[config.mk]
export PLATFORM = sky130hd
export DESIGN_NAME = pix_tile_reformatter
export DESIGN_NICKNAME = d
export VERILOG_FILES = /design/src/rtl/tf_pkg.sv /design/src/rtl/tf_pair_gather.sv /design/src/rtl/tf_lane_xpose.sv /design/src/rtl/tf_out_seq.sv /design/src/rtl/pix_tile_reformatter.sv
export SDC_FILE = /design/constraint.sdc
export NUM_CORES = 1
export LEC_CHECK = 0
export ABC_AREA = 1
export BUFFER_PORTS_ARGS = -buffer_cell sky130_fd_sc_hd__buf_2
export CORE_UTILIZATION = 45
export DETAILED_ROUTE_END_ITERATION = 12
export PLACE_DENSITY = 0.73
export SYNTH_ARGS = -nofsm -noshare
export SYNTH_HDL_FRONTEND = slang
export SYNTH_SLANG_ARGS = --single-unit
[constraint.sdc]
create_clock -name clk -period 2 [get_ports clk]
set_clock_uncertainty 0.15 [all_clocks]
set_input_delay 0.1 -clock clk [delete_from_list [all_inputs] [get_ports clk]]
set_output_delay 0.1 -clock clk [all_outputs]
set_load 0.005 [all_outputs]
[src/rtl/tf_pkg.sv]
package tf_pkg;
  localparam int unsigned LANES = 4;
  localparam int unsigned TILE_SIDE = 2;

  typedef enum logic {
    SLOT_FIRST  = 1'b0,
    SLOT_SECOND = 1'b1
  } slot_e;
endpackage

[src/rtl/tf_pair_gather.sv]
module tf_pair_gather #(
  parameter int unsigned WORD_W = 32
) (
  input  logic              clk,
  input  logic              rst_n,
  input  logic              in_valid,
  output logic              in_ready,
  input  logic [WORD_W-1:0] in_data,
  input  logic              pair_free,
  output logic              pair_fire,
  output logic [WORD_W-1:0] first_word,
  output logic [WORD_W-1:0] second_word
);
  logic              held_v;
  logic [WORD_W-1:0] held_q;
  logic              take;

  assign in_ready    = !held_v || pair_free;
  assign take        = in_valid && in_ready;
  assign pair_fire   = take && held_v;
  assign first_word  = held_q;
  assign second_word = in_data;

  always_ff @(posedge clk or negedge rst_n) begin
    if (!rst_n) begin
      held_v <= 1'b0;
      held_q <= '0;
    end else if (take) begin
      if (held_v) begin
        held_v <= 1'b0;
      end else begin
        held_v <= 1'b1;
        held_q <= in_data;
      end
    end
  end
endmodule

[src/rtl/tf_lane_xpose.sv]
module tf_lane_xpose #(
  parameter int unsigned PIX_W = 8
) (
  input  logic [tf_pkg::LANES*PIX_W-1:0] upper_w,
  input  logic [tf_pkg::LANES*PIX_W-1:0] lower_w,
  output logic [tf_pkg::LANES*PIX_W-1:0] res0_w,
  output logic [tf_pkg::LANES*PIX_W-1:0] res1_w
);
  localparam int unsigned S = tf_pkg::TILE_SIDE;
  localparam int unsigned W = tf_pkg::LANES * PIX_W;

  logic [S-1:0][W-1:0] res_arr;

  // Block j of the result takes lanes 2j,2j+1 of the upper word,
  // then lanes 2j,2j+1 of the lower word.
  for (genvar j = 0; j < S; j++) begin : g_blk
    for (genvar c = 0; c < S; c++) begin : g_col
      assign res_arr[j][c*PIX_W +: PIX_W] =
        upper_w[(S*j + c)*PIX_W +: PIX_W];
      assign res_arr[j][(S + c)*PIX_W +: PIX_W] =
        lower_w[(S*j + c)*PIX_W +: PIX_W];
    end
  end

  assign res0_w = res_arr[0];
  assign res1_w = res_arr[1];
endmodule

[src/rtl/tf_out_seq.sv]
module tf_out_seq #(
  parameter int unsigned WORD_W = 32
) (
  input  logic              clk,
  input  logic              rst_n,
  input  logic              pair_fire,
  input  logic [WORD_W-1:0] res0_w,
  input  logic [WORD_W-1:0] res1_w,
  output logic              pair_free,
  output logic              out_valid,
  input  logic              out_ready,
  output logic [WORD_W-1:0] out_data
);
  import tf_pkg::*;

  slot_e             slot_q;
  logic              vld_q;
  logic [WORD_W-1:0] w0_q, w1_q;

  assign pair_free = !vld_q || (slot_q == SLOT_SECOND && out_ready);
  assign out_valid = vld_q;
  assign out_data  = (slot_q == SLOT_SECOND) ? w1_q : w0_q;

  always_ff @(posedge clk or negedge rst_n) begin
    if (!rst_n) begin
      vld_q  <= 1'b0;
      slot_q <= SLOT_FIRST;
      w0_q   <= '0;
      w1_q   <= '0;
    end else if (pair_fire) begin
      vld_q  <= 1'b1;
      slot_q <= SLOT_FIRST;
      w0_q   <= res0_w;
      w1_q   <= res1_w;
    end else if (vld_q && out_ready) begin
      if (slot_q == SLOT_FIRST) begin
        slot_q <= SLOT_SECOND;
      end else begin
        vld_q  <= 1'b0;
        slot_q <= SLOT_FIRST;
      end
    end
  end
endmodule

[src/rtl/pix_tile_reformatter.sv]
module pix_tile_reformatter #(
  parameter int unsigned PIX_W = 8,
  localparam int unsigned WORD_W = tf_pkg::LANES * PIX_W
) (
  input  logic              clk,
  input  logic              rst_n,
  input  logic              in_valid,
  output logic              in_ready,
  input  logic [WORD_W-1:0] in_data,
  output logic              out_valid,
  input  logic              out_ready,
  output logic [WORD_W-1:0] out_data
);
  logic              pair_free, pair_fire;
  logic [WORD_W-1:0] first_word, second_word, res0_w, res1_w;

  tf_pair_gather #(.WORD_W(WORD_W)) u_gather (
    .clk(clk), .rst_n(rst_n),
    .in_valid(in_valid), .in_ready(in_ready), .in_data(in_data),
    .pair_free(pair_free), .pair_fire(pair_fire),
    .first_word(first_word), .second_word(second_word)
  );

  tf_lane_xpose #(.PIX_W(PIX_W)) u_xpose (
    .upper_w(first_word), .lower_w(second_word),
    .res0_w(res0_w), .res1_w(res1_w)
  );

  tf_out_seq #(.WORD_W(WORD_W)) u_seq (
    .clk(clk), .rst_n(rst_n),
    .pair_fire(pair_fire), .res0_w(res0_w), .res1_w(res1_w),
    .pair_free(pair_free),
    .out_valid(out_valid), .out_ready(out_ready), .out_data(out_data)
  );
endmodule

# Yosys cells after proc, flatten, opt, wreduce, memory -nomap -nowiden
# Index checks and enable logic that the tools add are counted.
classes:
  reduce_logical: 12
  muxes: 8
  n_bitwise: 1
op_table:
  columns: ["cell", "n"]
  rows:
  - ["$mux 32", 1]
  - ["$mux 1", 7]
  - ["$logic_and 1x1->1", 4]
  - ["$reduce_and 2->1", 2]
  - ["$reduce_bool 2->1", 2]
  - ["$logic_not 1->1", 2]
  - ["$logic_or 1x1->1", 2]
  - ["$not 1->1", 1]
word_totals:
  register_bits: 99
  output_inout_bits: 34
  in_bits: 36
  word_cells: 27

# Longest topological paths before layout
depth:
  word_depth: 7
  depth_mapped: 8
  ltp_nobuf: 5

# Hierarchy
# Synthesis repeated with hierarchy kept, for this count alone.
unflattened:
  cells_unflattened: 595
  hier_area_um2: 5058.6
by_module_without_submodules:
  columns: ["mod", "seq_area_each_um2", "cells_per_inst", "area_per_inst_um2", "instances"]
  rows:
  - ["tf_out_seq", 1651.6, 353, 2934.1, 1]
  - ["tf_pair_gather", 825.8, 178, 1644.1, 1]
  - ["tf_lane_xpose", 0.0, 64, 480.5, 1]

# Worst setup path before layout
# Ideal clock, no wire load.
synth_path:
  kind: "register -> register"
  start: "reg u_seq.slot_q"
  end: "reg u_seq.w0_q[10]"
  setup_slack_ps: 710
  required_ps: 1734
  synth_period_minus_slack_ps: 1290
  setup_time_ps: 116
  path_stages_with_launch: 8
  n_path_buf: 3
  t_arrival_ps: 1023
  cell_sequence: "dfrtp_1 buf_4 nand2_2 nand2_2 buf_4 buf_4 nand3_1 nand2_1"
synth_between:
  elab_chain_cells: 5
synth_lines:
  columns: ["element", "line_no", "text"]
  rows:
  - ["start, declared", "tf_out_seq.sv:16", "slot_e slot_q;"]
  - ["start signal, assigned", "tf_out_seq.sv:27", "slot_q <= SLOT_FIRST;"]
  - ["start signal, assigned", "tf_out_seq.sv:32", "slot_q <= SLOT_FIRST;"]
  - ["start signal, assigned", "tf_out_seq.sv:37", "slot_q <= SLOT_SECOND;"]
  - ["$logic_and 1x1->1", "tf_out_seq.sv:20", "assign pair_free = !vld_q || (slot_q == SLOT_SECOND && out_ready);"]
  - ["$logic_or 1x1->1", "tf_out_seq.sv:20", null]
  - ["$logic_or 1x1->1", "tf_pair_gather.sv:18", "assign in_ready = !held_v || pair_free;"]
  - ["$logic_and 1x1->1", "tf_pair_gather.sv:19", "assign take = in_valid && in_ready;"]
  - ["$logic_and 1x1->1", "tf_pair_gather.sv:20", "assign pair_fire = take && held_v;"]
  - ["end signal, assigned", "tf_out_seq.sv:33", "w0_q <= res0_w;"]
  - ["end, declared", "tf_out_seq.sv:18", "logic [WORD_W-1:0] w0_q, w1_q;"]
# No other way between the ends.
# A chain may end at the register's enable or synchronous reset.

# Final worst setup path
layout_path:
  start: "reg u_seq.slot_q"
  end: "out out_data[29]"
layout_between:
  elab_chain_cells: 1
layout_lines:
  columns: ["element", "line_no", "text"]
  rows:
  - ["$mux 32", "tf_out_seq.sv:22", "assign out_data = (slot_q == SLOT_SECOND) ? w1_q : w0_q;"]
  - ["end, declared", "pix_tile_reformatter.sv:12", "output logic [WORD_W-1:0] out_data"]
# No other way between the ends.

==> run_results.csv <==
group,metric,value,unit
global_routing,grt_pass1_vias,3761,
layout,fillerInstances,849,
sta,fin_crit_sh,93.7,%
die,coreArea,0.00933,mm^2
sta,fin_tns_setup,0,ns
layout,syn_to_final_growth,21.7,%
yosys,yosysWarnings,0,
routing,vias,3893,
yosys,synth_mux_area_share,0,%
die,dieWidth,101,um
die,io_pins,70,
flow_run,cap_violations,0,
setup_path,max_stage_delay,0.51,ns
setup_path,cp-end-kind,"primary output",
setup_path,critPathMaxFanout,23,
status,status,"finished clean",
setup_path,path_cells,"inv_1 > buf_6 > nand2_1 > nand2_1 > buf_2",
global_routing,antenna_found_initial,0,
pwr,power_density,1490,mW/mm^2
setup_path,cp_common_cell,"nand2_1",
global_routing,grt_max_degree,52,
yosys,synth_cell_type_count,12,
place,dpl_cell_area,0.00476,mm^2
global_routing,grt-ovfl-total,0,
setup_path,cp_num_buf_inv,3,
yosys,syn_area,0.00437,mm^2
clock_tree,numCtsBuffers,9,
setup_path,worst-setup-path-type,"flip-flop to primary output",
yosys,yosys.area_share.adder,0,%
routing,drc,0,
setup_path,crit_family,"buffers and inverters",
die,row_count,35,
pwr,leakage,3.01,nW
setup_path,worstPathArrival,1.62,ns
die,start_util,46.9,%
clock_tree,cts_root_buf,"clkbuf_8",
clock_tree,cts_buffer_depth,2,
sta,max_slew_margin,59.1,%
clock_tree,htreeDepth,3,
setup_path,r2r_end,"u_seq.w0_q[19]$_DFFE_PN0P_",
hold_path,hp-class,"primary input to async pin",
setup_path,rr_startpoint,"u_seq.slot_q$_DFFE_PN0P_",
yosys,syn_nets,575,
place,routabilityCongestion,0.885,
yosys,synth_top_family_by_area,"simple AND/OR/NAND/NOR gates",
setup_path,cp-start-kind,"flip-flop",
yosys,synth_top_cell_by_area,"dfrtp_1",
yosys,synthCells,539,
sta,worstMarginPinSlew,0.613,ns
routing,routed_via_density,5.08,
clock_tree,cts_tree,"built",
place,numPortBuffers,69,
global_routing,grt_pass1_wl,18700,um
layout,drive_gt1_share,16.5,%
setup_path,cp_slowest_cell,"dfrtp_1",
yosys,ys_ff_latch,99,
pwr,ir_drop,1.22,mV
yosys,syn_avg_cell_area,8.12,um^2
place,dp_slack,0.374,ns
setup_path,crit_required,1.75,ns
routing,wl,11000,um
global_routing,grtUsageTotal,23.9,%
yosys,synth_compound_area_share,0,%
layout,final_area,0.00532,mm^2
clock_tree,clkLatencyLatePin,0.37,ns
setup_path,rr_worst_depth,5,
pwr,power,0.00794,W
layout,utilization,57.1,%
sta,finalMaxSlewViolations,0,
die,dieArea,0.0101,mm^2
clock_tree,cts.sinks,99,
sta,setup_ws,0.127,ns
sta,min_period,1.87,ns
setup_path,critPathLaunch,"u_seq.slot_q$_DFFE_PN0P_",
yosys,synthTopCellsByArea,"dfrtp_1 (57%), nand2_1 (25%), nand3_1 (11%)",
sta,rsz0062_at_grt,"no",
sta,setup_viol,0,
yosys,synth_top_area_share,56.6,%
setup_path,r2r_setup_slack,0.23,ns
routing,antenna_left,0,
setup_path,crit_path_end,"out_data[29]",
yosys,seq_area_frac_synth,56.6,%
clock_tree,clkTransAtPathRegs,0.10,ns
place,dp_hpwl,7210,um
routing,drtIter0Drc,353,
setup_path,cp.depth,5,
routing,routedWlPerCell,14.4,um
layout,nets,668,
sta,report.final.hold_viol_count,0,
routing,first_pass_iters,5,
yosys,synthSimpleGateAreaFrac,37.1,%
yosys,yosys.area_share.xor_xnor,0,%
sta,fmax,534,MHz
layout,antenna_cells,0,
die,die_h,101,um
## cell families after synthesis
kind of cell	after synthesis
flops	99
simple gates	398
buf+inv	42
## Yosys cell counts
cell type,n
nor2_1,3
nand3_1,98
buf_1,3
nand2_2,3
dfrtp_1,99
buf_2,8
inv_2,1
inv_1,3
nand2_1,294
buf_6,7
clkbuf_1,6
buf_4,14
## per-layer routing
metal	vias up	share of wire (%)	GRT usage [%]	wire (um)
met5	-	0	0	0
met4	0	3.3	11.5	367
met3	27	5.8	4.30	645
met2	153	47	37.5	5220
met1	1836	43	32.4	4790
li1	1877	-	-	-
## layout by cell type (no fill, tap or decap), drive strengths merged
master and instances:
inv 8, dfrtp 99, dlygate4sd3 35, clkinv 2
nand3 98, bufinv 1, nor2 3, clkbuf 9
buf 85, nand2 297
## area by class of cell
class | count | area (um^2) | share of cell area (%)
clock buffers | 9 | 124 | 2.33
multi-input cells | 398 | 1620 | 30.5
well taps | 129 | 161 | 3.03
clock inverters | 7 | 83.8 | 1.57
inverters | 4 | 15.0 | 0.282
repair buffers | 120 | 838 | 15.7
flip-flops and latches | 99 | 2480 | 46.5
## state kept, by name, indices dropped and copies added, names as in the netlist
name	cells
u_gather.first_word	32
u_gather.held_v	1
u_seq.out_valid	1
u_seq.slot_q	1
u_seq.w0_q	32
u_seq.w1_q	32
## worst min path at each step
stage               start                                 end
floorplan           rst_n  u_gather.first_word[0]$_DFFE_PN0P_
global placement    rst_n           u_seq.w1_q[6]$_DFFE_PN0P_
detailed placement  rst_n           u_seq.w0_q[9]$_DFFE_PN0P_
CTS                 rst_n          u_seq.w0_q[17]$_DFFE_PN0P_
global route        rst_n           u_seq.w0_q[3]$_DFFE_PN0P_
finish              rst_n           u_seq.w0_q[9]$_DFFE_PN0P_
## where the power goes
group	switching (W)	internal [W]
Sequential	0.000543	0.00290
Combinational	0.00199	0.00117
Clock	0.000738	0.000605
## per-stage QoR
| step | std cells | hold slack (ns) |
|---|---|---|
| after global routing | 766 | 0.191 |
| after detailed placement | 715 | 0.00728 |
| final | 766 | 0.132 |
| after floorplan | 539 | -0.346 |
| after CTS | 766 | 0.150 |
| after global placement | 715 | 0.00452 |
## repair_timing
| action | in CTS | in global routing |
|---|---|---|
| setup endpoints to repair | 0 | 13 |
| hold endpoints to repair | 113 | 0 |
| gates resized for setup | 0 | 2 |
| setup buffers | 0 | 0 |
| hold buffers | 35 | 0 |
(Power assumes the default switching activity.)
